[src/rtl/acpi_evt_pkg.sv]
package acpi_evt_pkg;
  localparam int PM1_TMR    = 0;
  localparam int PM1_GBL    = 5;
  localparam int PM1_PWRBTN = 8;
  localparam int PM1_RTC    = 10;
  localparam logic [15:0] PM1_IMPL = 16'h0521;
  localparam logic [7:0]  APM_ACPI_ON  = 8'hF1;
  localparam logic [7:0]  APM_ACPI_OFF = 8'hF0;
  localparam int GPE_HP_BIT = 1;

  typedef struct packed {
    logic tmr;
    logic gbl;
    logic pwrbtn;
    logic rtc;
  } pm1_evt_t;
endpackage

[src/rtl/acpi_pm1_regs.sv]
module acpi_pm1_regs
  import acpi_evt_pkg::*;
#(
  parameter int ADDR_W   = 4,
  parameter int REG_W    = 16,
  parameter int STS_BASE = 0,
  parameter int EN_BASE  = 2
) (
  input  logic             clk_i,
  input  logic             rst_ni,
  input  logic             wr_en_i,
  input  logic [ADDR_W-1:0] wr_addr_i,
  input  logic [7:0]       wr_data_i,
  input  pm1_evt_t         evt_i,
  output logic [REG_W-1:0] sts_o,
  output logic [REG_W-1:0] en_o
);
  localparam int LANES = REG_W / 8;

  logic [REG_W-1:0] set_v;

  always_comb begin
    set_v = '0;
    set_v[PM1_TMR]    = evt_i.tmr;
    set_v[PM1_GBL]    = evt_i.gbl;
    set_v[PM1_PWRBTN] = evt_i.pwrbtn;
    set_v[PM1_RTC]    = evt_i.rtc;
  end

  for (genvar b = 0; b < LANES; b++) begin : g_lane
    logic       sts_hit, en_hit;
    logic [7:0] sts_q, en_q, impl;
    assign impl    = PM1_IMPL[b*8 +: 8];
    assign sts_hit = wr_en_i && (wr_addr_i == ADDR_W'(STS_BASE + b));
    assign en_hit  = wr_en_i && (wr_addr_i == ADDR_W'(EN_BASE + b));

    // event set has priority over write-one-to-clear
    always_ff @(posedge clk_i or negedge rst_ni) begin
      if (!rst_ni) begin
        sts_q <= '0;
        en_q  <= '0;
      end else begin
        sts_q <= ((sts_q & ~(sts_hit ? wr_data_i : 8'h00)) | set_v[b*8 +: 8]) & impl;
        if (en_hit) en_q <= wr_data_i & impl;
      end
    end
    assign sts_o[b*8 +: 8] = sts_q;
    assign en_o[b*8 +: 8]  = en_q;
  end

  AST_SET_WINS: assert property (@(posedge clk_i) disable iff (!rst_ni)
    evt_i.tmr |=> sts_o[PM1_TMR]);
  AST_W1C: assert property (@(posedge clk_i) disable iff (!rst_ni)
    (wr_en_i && wr_addr_i == ADDR_W'(STS_BASE) && wr_data_i[PM1_TMR] && !evt_i.tmr)
    |=> !sts_o[PM1_TMR]);
  AST_PWRBTN_SET: assert property (@(posedge clk_i) disable iff (!rst_ni)
    evt_i.pwrbtn |=> sts_o[PM1_PWRBTN]);
endmodule

[src/rtl/acpi_gpe_regs.sv]
module acpi_gpe_regs
  import acpi_evt_pkg::*;
#(
  parameter int ADDR_W = 4,
  parameter int HALF   = 2,
  parameter int BASE   = 8
) (
  input  logic                clk_i,
  input  logic                rst_ni,
  input  logic                wr_en_i,
  input  logic [ADDR_W-1:0]   wr_addr_i,
  input  logic [7:0]          wr_data_i,
  input  logic                hotplug_i,
  output logic [8*HALF-1:0]   sts_o,
  output logic [8*HALF-1:0]   en_o
);
  localparam int EN_BASE = BASE + HALF;

  logic [8*HALF-1:0] set_v;

  always_comb begin
    set_v = '0;
    set_v[GPE_HP_BIT] = hotplug_i;
  end

  for (genvar b = 0; b < HALF; b++) begin : g_lane
    logic       sts_hit, en_hit;
    logic [7:0] sts_q, en_q;
    assign sts_hit = wr_en_i && (wr_addr_i == ADDR_W'(BASE + b));
    assign en_hit  = wr_en_i && (wr_addr_i == ADDR_W'(EN_BASE + b));

    always_ff @(posedge clk_i or negedge rst_ni) begin
      if (!rst_ni) begin
        sts_q <= '0;
        en_q  <= '0;
      end else begin
        sts_q <= (sts_q & ~(sts_hit ? wr_data_i : 8'h00)) | set_v[b*8 +: 8];
        if (en_hit) en_q <= wr_data_i;
      end
    end
    assign sts_o[b*8 +: 8] = sts_q;
    assign en_o[b*8 +: 8]  = en_q;
  end

  AST_HP_SET: assert property (@(posedge clk_i) disable iff (!rst_ni)
    hotplug_i |=> sts_o[GPE_HP_BIT]);
endmodule

[src/rtl/acpi_apm_ctl.sv]
module acpi_apm_ctl
  import acpi_evt_pkg::*;
(
  input  logic       clk_i,
  input  logic       rst_ni,
  input  logic       apm_we_i,
  input  logic [7:0] apm_cmd_i,
  input  logic       smi_cfg_i,
  output logic       sci_en_o,
  output logic       smi_o
);
  logic sci_en_q, smi_q;

  always_ff @(posedge clk_i or negedge rst_ni) begin
    if (!rst_ni) begin
      sci_en_q <= 1'b0;
      smi_q    <= 1'b0;
    end else begin
      smi_q <= apm_we_i && smi_cfg_i;
      if (apm_we_i && apm_cmd_i == APM_ACPI_ON)  sci_en_q <= 1'b1;
      if (apm_we_i && apm_cmd_i == APM_ACPI_OFF) sci_en_q <= 1'b0;
    end
  end

  assign sci_en_o = sci_en_q;
  assign smi_o    = smi_q;

  AST_APM_ON: assert property (@(posedge clk_i) disable iff (!rst_ni)
    (apm_we_i && apm_cmd_i == APM_ACPI_ON) |=> sci_en_o);
  AST_APM_OFF: assert property (@(posedge clk_i) disable iff (!rst_ni)
    (apm_we_i && apm_cmd_i == APM_ACPI_OFF) |=> !sci_en_o);
  AST_APM_KEEP: assert property (@(posedge clk_i) disable iff (!rst_ni)
    !apm_we_i |=> $stable(sci_en_o));
  AST_SMI_PULSE: assert property (@(posedge clk_i) disable iff (!rst_ni)
    (apm_we_i && smi_cfg_i) |=> smi_o);
  AST_SMI_QUIET: assert property (@(posedge clk_i) disable iff (!rst_ni)
    !apm_we_i |=> !smi_o);
endmodule

[src/rtl/acpi_sci_agg.sv]
module acpi_sci_agg
  import acpi_evt_pkg::*;
#(
  parameter int ADDR_W   = 4,
  parameter int GPE_HALF = 2,
  parameter int GPE_BASE = 8
) (
  input  logic        clk_i,
  input  logic        rst_ni,
  input  logic        reg_we_i,
  input  logic [3:0]  reg_addr_i,
  input  logic [7:0]  reg_wdata_i,
  output logic [7:0]  reg_rdata_o,
  input  logic        tmr_evt_i,
  input  logic        gbl_evt_i,
  input  logic        pwrbtn_evt_i,
  input  logic        rtc_evt_i,
  input  logic        hotplug_evt_i,
  input  logic        apm_we_i,
  input  logic [7:0]  apm_cmd_i,
  input  logic        smi_cfg_i,
  output logic        sci_o,
  output logic        smi_o,
  output logic        tmr_arm_o
);
  localparam int PM1_W     = 16;
  localparam int PM1_LANES = PM1_W / 8;
  localparam int STS_BASE  = 0;
  localparam int EN_BASE   = PM1_LANES;
  localparam int CTL_BASE  = 2 * PM1_LANES;
  localparam int GPE_W     = 8 * GPE_HALF;

  pm1_evt_t         evt;
  logic [PM1_W-1:0] pm1_sts, pm1_en;
  logic [GPE_W-1:0] gpe_sts, gpe_en;
  logic             sci_en;
  logic             pm1_pend, gpe_pend;

  assign evt = '{tmr: tmr_evt_i, gbl: gbl_evt_i, pwrbtn: pwrbtn_evt_i, rtc: rtc_evt_i};

  acpi_pm1_regs #(.ADDR_W(ADDR_W), .REG_W(PM1_W), .STS_BASE(STS_BASE), .EN_BASE(EN_BASE)) u_pm1 (
    .clk_i, .rst_ni,
    .wr_en_i(reg_we_i), .wr_addr_i(reg_addr_i), .wr_data_i(reg_wdata_i),
    .evt_i(evt), .sts_o(pm1_sts), .en_o(pm1_en)
  );

  acpi_gpe_regs #(.ADDR_W(ADDR_W), .HALF(GPE_HALF), .BASE(GPE_BASE)) u_gpe (
    .clk_i, .rst_ni,
    .wr_en_i(reg_we_i), .wr_addr_i(reg_addr_i), .wr_data_i(reg_wdata_i),
    .hotplug_i(hotplug_evt_i), .sts_o(gpe_sts), .en_o(gpe_en)
  );

  acpi_apm_ctl u_apm (
    .clk_i, .rst_ni,
    .apm_we_i, .apm_cmd_i, .smi_cfg_i,
    .sci_en_o(sci_en), .smi_o
  );

  assign pm1_pend  = |(pm1_sts & pm1_en & PM1_IMPL);
  assign gpe_pend  = gpe_sts[GPE_HP_BIT] & gpe_en[GPE_HP_BIT];
  assign sci_o     = pm1_pend | gpe_pend;
  assign tmr_arm_o = pm1_en[PM1_TMR] & ~pm1_sts[PM1_TMR];

  always_comb begin
    reg_rdata_o = '0;
    for (int b = 0; b < PM1_LANES; b++) begin
      if (reg_addr_i == ADDR_W'(STS_BASE + b)) reg_rdata_o = pm1_sts[b*8 +: 8];
      if (reg_addr_i == ADDR_W'(EN_BASE + b))  reg_rdata_o = pm1_en[b*8 +: 8];
    end
    if (reg_addr_i == ADDR_W'(CTL_BASE)) reg_rdata_o = {7'b0, sci_en};
    for (int b = 0; b < GPE_HALF; b++) begin
      if (reg_addr_i == ADDR_W'(GPE_BASE + b))            reg_rdata_o = gpe_sts[b*8 +: 8];
      if (reg_addr_i == ADDR_W'(GPE_BASE + GPE_HALF + b)) reg_rdata_o = gpe_en[b*8 +: 8];
    end
  end

  AST_SCI_NEEDS_EN: assert property (@(posedge clk_i) disable iff (!rst_ni)
    (pm1_en == '0 && gpe_en == '0) |-> !sci_o);
  AST_SCI_AFTER_EVT: assert property (@(posedge clk_i) disable iff (!rst_ni)
    (pwrbtn_evt_i && pm1_en[PM1_PWRBTN]) |=> sci_o);
  AST_ARM_TMR: assert property (@(posedge clk_i) disable iff (!rst_ni)
    tmr_evt_i |=> !tmr_arm_o);
endmodule

[config.mk]
export PLATFORM = sky130hd
export DESIGN_NAME = acpi_sci_agg
export DESIGN_NICKNAME = d
export VERILOG_FILES = /design/src/rtl/acpi_evt_pkg.sv /design/src/rtl/acpi_pm1_regs.sv /design/src/rtl/acpi_gpe_regs.sv /design/src/rtl/acpi_apm_ctl.sv /design/src/rtl/acpi_sci_agg.sv
export SDC_FILE = /design/constraint.sdc
export NUM_CORES = 1
export LEC_CHECK = 0
export BUFFER_PORTS_ARGS = -buffer_cell sky130_fd_sc_hd__buf_2
export CORE_ASPECT_RATIO = 1.5
export CORE_MARGIN = 5
export CORE_UTILIZATION = 51
export DETAILED_ROUTE_END_ITERATION = 10
export PLACE_DENSITY = 0.81
export SYNTH_ARGS = -nofsm -noshare
export SYNTH_HDL_FRONTEND = slang
export SYNTH_SLANG_ARGS = --single-unit
export TNS_END_PERCENT = 50
[constraint.sdc]
create_clock -name clk_i -period 4.6 [get_ports clk_i]
set_input_delay 1.38 -clock clk_i [delete_from_list [all_inputs] [get_ports clk_i]]
set_output_delay 1.38 -clock clk_i [all_outputs]
set_load 0.005 [all_outputs]
==> metrics.txt <==
status finished clean; vias 1397; pwr/cell area 361 nW/um^2; Routed wire per std cell 18.3 um; Largest delay share family, worst path buffers and inverters; P_leak 1.08 nW; post-CTS sizing 0; largest net degree at the start of global routing 43; worst setup path startpoint reg_addr_i[1]; Top FF cell, synth dfrtp_1; cells after synthesis 149; Post-Route Setup TNS 0 ps; FF+latch count, synth 42; initial core utilization 51.9%; Final Hold Fails 0; # clock sinks 42; Detailed Place HPWL 3290 um; crit-path max cell delay 390 ps; Final period util 87.9%; Vias per Instance 5.89; worst-case clock skew 0 ps; async set-reset flop share out of synthesis 100%; initial antenna violation count 0; most frequent cells in the layout dfrtp_1 (42), buf_2 (40), mux2_1 (16); TritonCTS clock tree done; number of port buffers 40; setup slack, reg-to-reg 3780 ps; total power 848 uW; Synthesis Warnings 0; Max Cap Violations 0; Slowest cell on crit path mux2_2; fraction of layout cells with a size suffix above 1 34.4%; total gr overflow 0; Slew Limit Fails 0; CTS clock-pin slew for the worst setup and hold paths 70 ps; DRC 0; commonest non-fill, non-tap cell in the layout dfrtp_1; H-tree depth 2; GP Congestion 0.933; critical path peak fanout 17; Yosys cell types 35; most frequent CP cell buf_2; critical path depth 5; Worst setup endpoint reg_rdata_o[2]; syn_nets 179; Worst setup SP type input port; worst r2r path cells 1; Root Buffer clkbuf_8; Total Wirelength 4340 um; Peak VDD IR 0.000237 V; CP required 3220 ps; first-pass GRT wire length 7090 um; Slew @ Worst Pin 904 ps; First-pass DRT Iterations 4; Max Fclk 0.247 GHz; fin util 60.5%; Seq/Total Area, Yosys 52.1%; Final setup violation count 0; Critical R2R Capture u_pm1.g_lane[0].en_q[0]$_DFFE_PN0P_; Critical Path Sink Type primary output; CP arrival 2670 ps; worst-skew pair later-pin latency 280 ps; vias in the first global route 1464; clock period minus worst slack 4050 ps; DIE WIDTH 61.4 um; nets 222; number of flops mapped to enable cells by yosys 0; Slew HR 39.7%; worst setup path class in -> out; gr usage total 17.9%; CP bufs+invs 2; # IOs 41; DIE HEIGHT 87.0 um; CTS Buf Count 5; unrepaired setup endpoints after global routing no; row cnt 28; 1st-iter DRT viols 49; WHS 487 ps; n_diodes 0; hold-fix buffers at CTS 0; Post-DRT Antenna Nets 0; mapped cell area 2020 um^2; Clock Path Buffers 2; die area 5340 um^2; Hold Crit Class reg -> reg; core box area 3890 um^2; synthesized area per cell 13.5 um^2; post-CTS setup buffers 0; Syn-to-layout area delta 16.6%; worst r2r src u_pm1.g_lane[0].en_q[0]$_DFFE_PN0P_; cells along the critical path buf_2 -> mux2_2 -> o221a_2 -> o32a_1 -> buf_2
-- cells by family (layout without fill, tap and decap cells) --
logic type      count (synthesis)  in the layout  share of synthesized area [%]
mux                            31             31                           20.5
compound gates                 33             33                           12.5
simple gates                   36             36                           12.5
flops                          42             42                           52.1
buf+inv                         7             50                           2.48
-- layer usage --
metal / GRT usage [%] / up-vias / wire, um
met2: 31.3 / 49 / 2350
met1: 21.9 / 703 / 1680
met3: 4.15 / 6 / 260
li1: - / 639 / -
met5: 0 / - / 0
met4: 4.44 / 0 / 44
-- state kept, by name, indices dropped and copies added (netlist names) --
name                cells
u_pm1.g_lane.sts_q      4
u_gpe.g_lane.en_q      16
u_apm.smi_o             1
u_gpe.g_lane.sts_q     16
u_apm.sci_en_o          1
u_pm1.g_lane.en_q       4
-- synth_stat cells (3+ instances only) --
library cell	instances	share of area, %
a21boi_0	15	5.6
nand3_1	4	0.99
mux2_1	16	8.9
mux2i_1	3	1.5
a21o_1	5	1.9
mux2_2	6	3.3
nor2b_1	3	0.93
dfrtp_1	42	52
mux4_2	6	6.7
and2_1	6	1.9
nor2_1	3	0.56
nand2b_1	8	2.5
nand2_1	3	0.56
-- area by class of cell --
| class | count | area [um^2] |
|---|---|---|
| repair buffers | 41 | 208 |
| multi-input cells | 100 | 917 |
| flip-flops and latches | 42 | 1050 |
| clock inverters | 1 | 30.0 |
| well taps | 45 | 56.3 |
| inverters | 2 | 7.51 |
| clock buffers | 6 | 82.6 |
| fillers | 312 | 1540 |
-- where the power goes --
group	leakage, nW	switching, mW	internal [mW]
Combinational	0.496	0.0554	0.0645
Clock	0.0573	0.118	0.174
Sequential	0.526	0.0253	0.412
-- through the flow --
| step | std cells | cell area [um^2] | setup slack (ps) |
|---|---|---|---|
| global route | 237 | 2350 | 471 |
| finish | 237 | 2350 | 555 |
| CTS | 237 | 2350 | 553 |
| floorplan | 149 | 2020 | 930 |
| detailed placement | 230 | 2240 | 563 |
| global placement | 230 | 2240 | 547 |
-- worst min path at each step --
stage / from / endpoint / slack (ps) / cells after the start
CTS: u_gpe.g_lane[1].en_q[0]$_DFFE_PN0P_ / u_gpe.g_lane[1].en_q[0]$_DFFE_PN0P_ / 490 / 1
finish: u_gpe.g_lane[1].en_q[4]$_DFFE_PN0P_ / u_gpe.g_lane[1].en_q[4]$_DFFE_PN0P_ / 490 / 1
floorplan: u_gpe.g_lane[0].en_q[2]$_DFFE_PN0P_ / u_gpe.g_lane[0].en_q[2]$_DFFE_PN0P_ / 450 / 1
detailed placement: u_gpe.g_lane[1].en_q[0]$_DFFE_PN0P_ / u_gpe.g_lane[1].en_q[0]$_DFFE_PN0P_ / 470 / 1
global route: u_gpe.g_lane[0].en_q[6]$_DFFE_PN0P_ / u_gpe.g_lane[0].en_q[6]$_DFFE_PN0P_ / 500 / 1
global placement: u_gpe.g_lane[1].en_q[1]$_DFFE_PN0P_ / u_gpe.g_lane[1].en_q[1]$_DFFE_PN0P_ / 460 / 1
No activity file was read; power rests on OpenSTA's default activity.
